## src/rtl/dsp_bist_pkg.sv

```systemverilog
package dsp_bist_pkg;

   typedef struct packed {
      logic       hold;
      logic       inv;
      logic [1:0] mode;
   } bist_cfg_t;

   localparam int CFG_W = $bits(bist_cfg_t);

endpackage

```

## src/rtl/bist_cfg_reg.sv

```systemverilog
module bist_cfg_reg
   import dsp_bist_pkg::*;
(
   input  logic       clk,
   input  logic       rst_n,
   input  logic       shift_en,
   input  logic       shift_in,
   input  logic       update,
   input  logic       idle,
   output logic       load,
   output logic       load_hold,
   output logic [1:0] act_mode,
   output logic       act_inv
);

   bist_cfg_t shadow_q;

   assign load      = update & idle;
   assign load_hold = shadow_q.hold;

   always_ff @(posedge clk or negedge rst_n) begin
      if (!rst_n) begin
         shadow_q <= '0;
      end else if (shift_en) begin
         shadow_q <= bist_cfg_t'({shift_in, shadow_q[CFG_W-1:1]});
      end
   end

   always_ff @(posedge clk or negedge rst_n) begin
      if (!rst_n) begin
         act_mode <= '0;
         act_inv  <= 1'b0;
      end else if (load) begin
         act_mode <= shadow_q.mode;
         act_inv  <= shadow_q.inv;
      end
   end

endmodule

```

## src/rtl/bist_group_fsm.sv

```systemverilog
module bist_group_fsm #(
   parameter int GROUP_LEN = 256,
   parameter int N_GROUPS  = 4,
   localparam int TOTAL    = GROUP_LEN * N_GROUPS,
   localparam int CNT_W    = $clog2(TOTAL),
   localparam int GRP_W    = $clog2(N_GROUPS)
)(
   input  logic             clk,
   input  logic             rst_n,
   input  logic             load,
   input  logic             hold,
   output logic             busy,
   output logic             done,
   output logic [GRP_W-1:0] group,
   output logic             phase
);

   logic [CNT_W-1:0] cnt_q;
   logic             last;

   assign last  = (cnt_q == CNT_W'(TOTAL - 1));
   assign group = cnt_q[CNT_W-1 -: GRP_W];
   assign phase = cnt_q[0];

   always_ff @(posedge clk or negedge rst_n) begin
      if (!rst_n) begin
         busy  <= 1'b0;
         done  <= 1'b0;
         cnt_q <= '0;
      end else if (load) begin
         busy  <= ~hold;
         done  <= 1'b0;
         cnt_q <= '0;
      end else if (busy) begin
         cnt_q <= cnt_q + 1'b1;
         if (last) begin
            busy <= 1'b0;
            done <= 1'b1;
         end
      end
   end

endmodule

```

## src/rtl/bist_lfsr.sv

```systemverilog
module bist_lfsr #(
   parameter int              W    = 16,
   parameter logic [W-1:0]    TAPS = 16'hB400,
   parameter logic [W-1:0]    SEED = 16'hACE1
)(
   input  logic         clk,
   input  logic         rst_n,
   input  logic         reseed,
   input  logic         step,
   output logic [W-1:0] state
);

   logic fb;
   assign fb = ^(state & TAPS);

   always_ff @(posedge clk or negedge rst_n) begin
      if (!rst_n) begin
         state <= SEED;
      end else if (reseed) begin
         state <= SEED;
      end else if (step) begin
         state <= {state[W-2:0], fb};
      end
   end

endmodule

```

## src/rtl/dsp_bist_seq.sv

```systemverilog
module dsp_bist_seq
   import dsp_bist_pkg::*;
#(
   parameter int GROUP_LEN = 256,
   parameter int N_GROUPS  = 4,
   parameter int OPC_W     = 7,
   parameter int CTRL_W    = 8,
   parameter int LFSR_W    = 16,
   parameter logic [LFSR_W-1:0] LFSR_TAPS = 16'hB400,
   parameter logic [LFSR_W-1:0] LFSR_SEED = 16'hACE1,
   parameter logic [CTRL_W-1:0] CTRL_FIXED = '0,
   parameter logic [N_GROUPS*OPC_W-1:0] OPC_TAB_A = {7'h15, 7'h35, 7'h25, 7'h05},
   parameter logic [N_GROUPS*OPC_W-1:0] OPC_TAB_B = {7'h1F, 7'h3F, 7'h2F, 7'h0F}
)(
   input  logic                        clk,
   input  logic                        rst_n,
   input  logic                        shift_en,
   input  logic                        shift_in,
   input  logic                        update,
   output logic                        busy,
   output logic                        done,
   output logic [$clog2(N_GROUPS)-1:0] group,
   output logic [OPC_W-1:0]            opcode,
   output logic                        x_load,
   output logic                        yz_load,
   output logic                        alg_sel,
   output logic [CTRL_W-1:0]           ctrl
);

   localparam int GRP_W = $clog2(N_GROUPS);

   if (GROUP_LEN < 2 || (GROUP_LEN & (GROUP_LEN - 1)) != 0) begin : g_bad_len
      $error("GROUP_LEN must be a power of two of at least 2");
   end
   if (N_GROUPS < 2 || (N_GROUPS & (N_GROUPS - 1)) != 0) begin : g_bad_groups
      $error("N_GROUPS must be a power of two of at least 2");
   end
   if (LFSR_SEED == '0) begin : g_bad_seed
      $error("LFSR_SEED must be nonzero");
   end

   logic             load, load_hold, act_inv, phase, rnd_half;
   logic [1:0]       act_mode;
   logic [LFSR_W-1:0] lfsr_q;
   logic [CTRL_W-1:0] rnd_ctrl, ctrl_src;
   logic [OPC_W-1:0]  tab_a [N_GROUPS];
   logic [OPC_W-1:0]  tab_b [N_GROUPS];

   bist_cfg_reg i_cfg (
      .clk       (clk),
      .rst_n     (rst_n),
      .shift_en  (shift_en),
      .shift_in  (shift_in),
      .update    (update),
      .idle      (~busy),
      .load      (load),
      .load_hold (load_hold),
      .act_mode  (act_mode),
      .act_inv   (act_inv)
   );

   bist_group_fsm #(.GROUP_LEN(GROUP_LEN), .N_GROUPS(N_GROUPS)) i_fsm (
      .clk   (clk),
      .rst_n (rst_n),
      .load  (load),
      .hold  (load_hold),
      .busy  (busy),
      .done  (done),
      .group (group),
      .phase (phase)
   );

   assign rnd_half = busy & group[GRP_W-1];

   bist_lfsr #(.W(LFSR_W), .TAPS(LFSR_TAPS), .SEED(LFSR_SEED)) i_lfsr (
      .clk    (clk),
      .rst_n  (rst_n),
      .reseed (load),
      .step   (rnd_half),
      .state  (lfsr_q)
   );

   if (CTRL_W > LFSR_W) begin : g_bad_ctrl
      $error("CTRL_W may not exceed LFSR_W");
      assign rnd_ctrl = '0;
   end else if (CTRL_W == LFSR_W) begin : g_rnd_full
      assign rnd_ctrl = lfsr_q;
   end else begin : g_rnd_part
      assign rnd_ctrl = lfsr_q[CTRL_W-1:0];
   end

   for (genvar g = 0; g < N_GROUPS; g++) begin : g_tab
      assign tab_a[g] = OPC_TAB_A[g*OPC_W +: OPC_W];
      assign tab_b[g] = OPC_TAB_B[g*OPC_W +: OPC_W];
   end

   assign ctrl_src = rnd_half ? rnd_ctrl : CTRL_FIXED;

   always_comb begin
      opcode  = '0;
      ctrl    = '0;
      x_load  = 1'b0;
      yz_load = 1'b0;
      if (busy) begin
         opcode  = act_mode[1] ? tab_b[group] : tab_a[group];
         ctrl    = ctrl_src ^ {CTRL_W{act_inv}};
         x_load  = ~phase;
         yz_load = phase;
      end
   end

   assign alg_sel = act_mode[0];

endmodule

```

## config.mk

```make
export PLATFORM = sky130hd
export DESIGN_NAME = dsp_bist_seq
export DESIGN_NICKNAME = d
export VERILOG_FILES = /design/src/rtl/dsp_bist_pkg.sv /design/src/rtl/bist_cfg_reg.sv /design/src/rtl/bist_group_fsm.sv /design/src/rtl/bist_lfsr.sv /design/src/rtl/dsp_bist_seq.sv
export SDC_FILE = /design/constraint.sdc
export NUM_CORES = 1
export LEC_CHECK = 0
export BUFFER_PORTS_ARGS = -buffer_cell sky130_fd_sc_hd__buf_2
export CAP_MARGIN = 20
export CORE_MARGIN = 1.5
export CORE_UTILIZATION = 50
export CTS_BUF_LIST = sky130_fd_sc_hd__clkbuf_8
export DETAILED_ROUTE_END_ITERATION = 10
export PLACE_DENSITY = 0.72
export RECOVER_POWER = 25
export SLEW_MARGIN = 20
export SYNTH_ARGS = -nofsm -noshare
export SYNTH_HDL_FRONTEND = slang
export SYNTH_SLANG_ARGS = --single-unit
export TNS_END_PERCENT = 1
```

## constraint.sdc

```tcl
create_clock -name clk -period 1.87 [get_ports clk]
set_clock_uncertainty 0.1 [all_clocks]
set_input_delay 0.374 -clock clk [delete_from_list [all_inputs] [get_ports clk]]
set_output_delay 0.374 -clock clk [all_outputs]
set_load 0.01 [all_outputs]
```

==> qor.yml <==
global_route:
  grt_pass1_vias: 1193
  grt_max_degree: 36
  grt_antenna_before_repair: 0
  grt-ovfl-total: 0
  grtUsageTotal_pct: 19.3
  grt_pass1_wl_um: 5130
routing:
  vias_per_cell: 5.30
  wire_per_inst_um: 13.4
  drc: 0
  vias: 1219
  wl_um: 3090
  drt_iter0_drc: 56
  final_antenna_net_count: 0
  drt-pass1-iter-count: 4
critical_path:
  cp-end-kind: "output pin"
  r2r_end: "i_fsm.cnt_q[8]"
  critical_path_depth: 4
  crit_chain: "nand2_1 -> xnor2_1 -> and2_1 -> buf_2"
  startpoint: "i_lfsr.state[5]"
  critPathTopFamily: "flip-flops"
  r2r_setup_slack_ns: 0.31
  r2r_start: "i_fsm.cnt_q[0]"
  crit_fanout: 3
  endpoint: "ctrl[5]"
  slowest_stage: "dfstp_2"
  path_buf_inv: 1
  timing_worst_setup_path_type: "reg2out"
  worstPathArrival_ns: 1.35
  cp.required_ns: 1.40
  startpoint_type: "register"
  cpPeakStageDelay_ns: 0.54
  ff2ff_path_depth: 4
synthesis:
  yosysTopAreaCell: "dfrtp_1"
  synth_nets: 165
  synth_compound_area_share_pct: 12.2
  synth-seq-cells: 35
  yosysTopAreaCellShare_pct: 39.6
  synthMuxAreaShare_pct: 5.71
  synthSimpleGateAreaFrac_pct: 16.8
  yosys-top-cells-area: "dfrtp_1, dfstp_2, xnor2_1"
  syn_area_per_cell_um2: 10.8
  netlist_instances: 158
  seq_area_frac_synth_pct: 51.9
  syn_area_um2: 1710
  synthFlopType: "dfrtp_1"
  synthAdderAreaFrac_pct: 1.47
  synth_warnings: 0
  synth_edf_count: 0
  synth_cell_types: 37
  async_flop_share_pct: 100
  synth_top_family_by_area: "simple AND/OR/NAND/NOR gates"
  synth_xor_area_share_pct: 5.64
power:
  p_per_area_nw_per_um2: 1070
  total_power_mw: 2.11
  power_leakage_nw: 0.903
  vdd_drop_max_mv: 0.761
cells_and_area:
  seqCellArea_um2: 888
  drive_gt1_share_pct: 31.5
  syn_to_final_growth_pct: 15.5
  fin_nets: 190
  multi_input_area_um2: 719
  diodes: 0
  final_area_um2: 1970
  n_fill_cell: 288
timing:
  setup-violations-final: 0
  timing.fmax_ghz: 0.549
  grt_setup_unrepaired: "true"
  relSlewSlack_pct: 45.2
  period_minus_slack_ns: 1.82
  drv_slew: 0
  tightest_slew_ns: 0.823
  final-hold-violation-count: 0
  timing.final.crit_share_pct: 97.4
clocking:
  cts_buffers: 5
  cts_max_path_buffers: 2
  cts.sinks: 35
  cts_htree_levels: 2
  clk_latency_ns: 0.29
  clkSlewWorstSetupHoldPaths_ns: 0.07
  clockRootBuffer: "clkbuf_8"
  cts_tree: "built"
status:
  status: "finished clean"
placed_design:
  gp_congestion: 0.748
  dpl_cell_area_um2: 1850
  io_buffers: 25
  post-dp-hpwl_um: 2210
floorplanning:
  fp-row-count: 21
  dieHeight_um: 61.4
  core_area_um2: 3310
  dieArea_um2: 3780
  die_w_um: 61.4
  ioPinCount: 27
  start_util_pct: 51.6
run:
  max_cap_violations: 0
hold_path:
  hold_class: "in2reg"
power breakdown:
group          internal [mW]  total (mW)  leakage (nW)  switching, mW
Sequential             0.868       0.987         0.431          0.119
Clock                  0.431       0.694        0.0612          0.263
Combinational          0.212       0.425         0.411          0.214
Total                   1.51        2.11         0.903          0.596
cell usage after synthesis, types with 2 or more instances:
library cell	n
nor2b_1	2
ha_1	2
dfstp_2	8
dfrtp_1	27
mux2_2	3
mux2i_1	3
and2_1	11
nand2b_1	2
xnor2_1	11
nand3_1	8
clkbuf_1	2
o21ai_0	4
o22a_1	3
a21oi_1	3
a22o_1	9
buf_4	7
o31ai_1	2
inv_1	2
buf_2	4
o211ai_1	2
mux2_1	3
nand2_1	25
registers in the layout (all words and copies together), names as in the netlist:
signal,count
i_fsm.cnt_q,10
i_fsm.busy,1
i_cfg.load_hold,1
i_lfsr.state,16
i_cfg.act_inv,1
i_cfg.shadow_q,3
i_cfg.act_mode,2
i_fsm.done,1
per-layer routing:
metal | routed length (µm) | vias to the layer above | GRT usage, %
met1 | 1350 | 592 | 21.9
met4 | 104 | 0 | 11.2
met5 | 0 | - | 0
met3 | 144 | 9 | 6.30
met2 | 1490 | 34 | 31.9
li1 | - | 584 | -
worst min path at each step:
stage	start	end	slack [ns]	depth (start not counted)
floorplan	rst_n	i_cfg.act_inv	-0.02	0
global placement	rst_n	i_cfg.act_mode[1]	0.24	2
detailed placement	rst_n	i_cfg.act_mode[1]	0.25	2
CTS	update	i_fsm.cnt_q[1]	0.21	2
global route	update	i_fsm.cnt_q[1]	0.24	2
finish	shift_in	i_cfg.load_hold	0.22	3
area by class of cell:
class                           count  area share (%)
Multi-Input combinational cell    106            36.5
Inverter                            3           0.571
Clock inverter                      2            1.78
Timing Repair Buffer               32            9.01
Sequential cell                    35            45.1
Clock buffer                        6            4.19
Tap cell                           46            2.92
worst reg2reg max path, stage by stage, from the launching register on:
cell and delay (ns):
dfrtp_1 0.42, ha_1 0.27, nand3_1 0.18, nor3_2 0.29, mux2i_1 0.24
repair_timing:
action	CTS	global route
buffers inserted	0	1
endpoints found under the hold margin	27	0
resized for setup	1	1
gates cloned	0	0
hold buffers	1	0
pin swaps	0	0
setup endpoints to repair	9	3
cell families (layout without fill, tap and decap cells):
| group | Yosys count | count (layout) |
|---|---|---|
| mux | 9 | 9 |
| flops | 35 | 35 |
| fa+ha+maj | 2 | 2 |
| simple gates | 55 | 55 |
| buf+inv | 17 | 43 |
| other cells | 1 | 1 |
| xor+xnor | 11 | 11 |
| compound gates | 28 | 28 |
metrics by stage:
stage | utilization [%] | std cells | setup TNS, ns | worst slack [ns] | hold WS [ns]
CTS | 59.8 | 229 | 0 | 0.0134 | 0.213
finish | 59.6 | 230 | 0 | 0.0493 | 0.223
global route | 59.6 | 230 | -0.0284 | -0.0205 | 0.238
detailed placement | 55.9 | 220 | 0 | 0.237 | 0.249
floorplan | - | 158 | 0 | 0.132 | -0.0216
global placement | 55.9 | 220 | 0 | 0.303 | 0.244
cells in the final DEF, fill, tap and decap left out, types with 3 or more instances in the layout:
cell	instances
buf_2	25
and2_1	11
nand3_1	8
mux2i_1	3
dfstp_2	8
a21oi_1	3
o21ai_0	4
clkbuf_8	6
nand2_1	25
dfrtp_1	25
o22a_1	3
xnor2_1	11
mux2_1	3
a22o_1	9
mux2_2	3
buf_4	5
No activity file was read; power rests on OpenSTA's default activity.
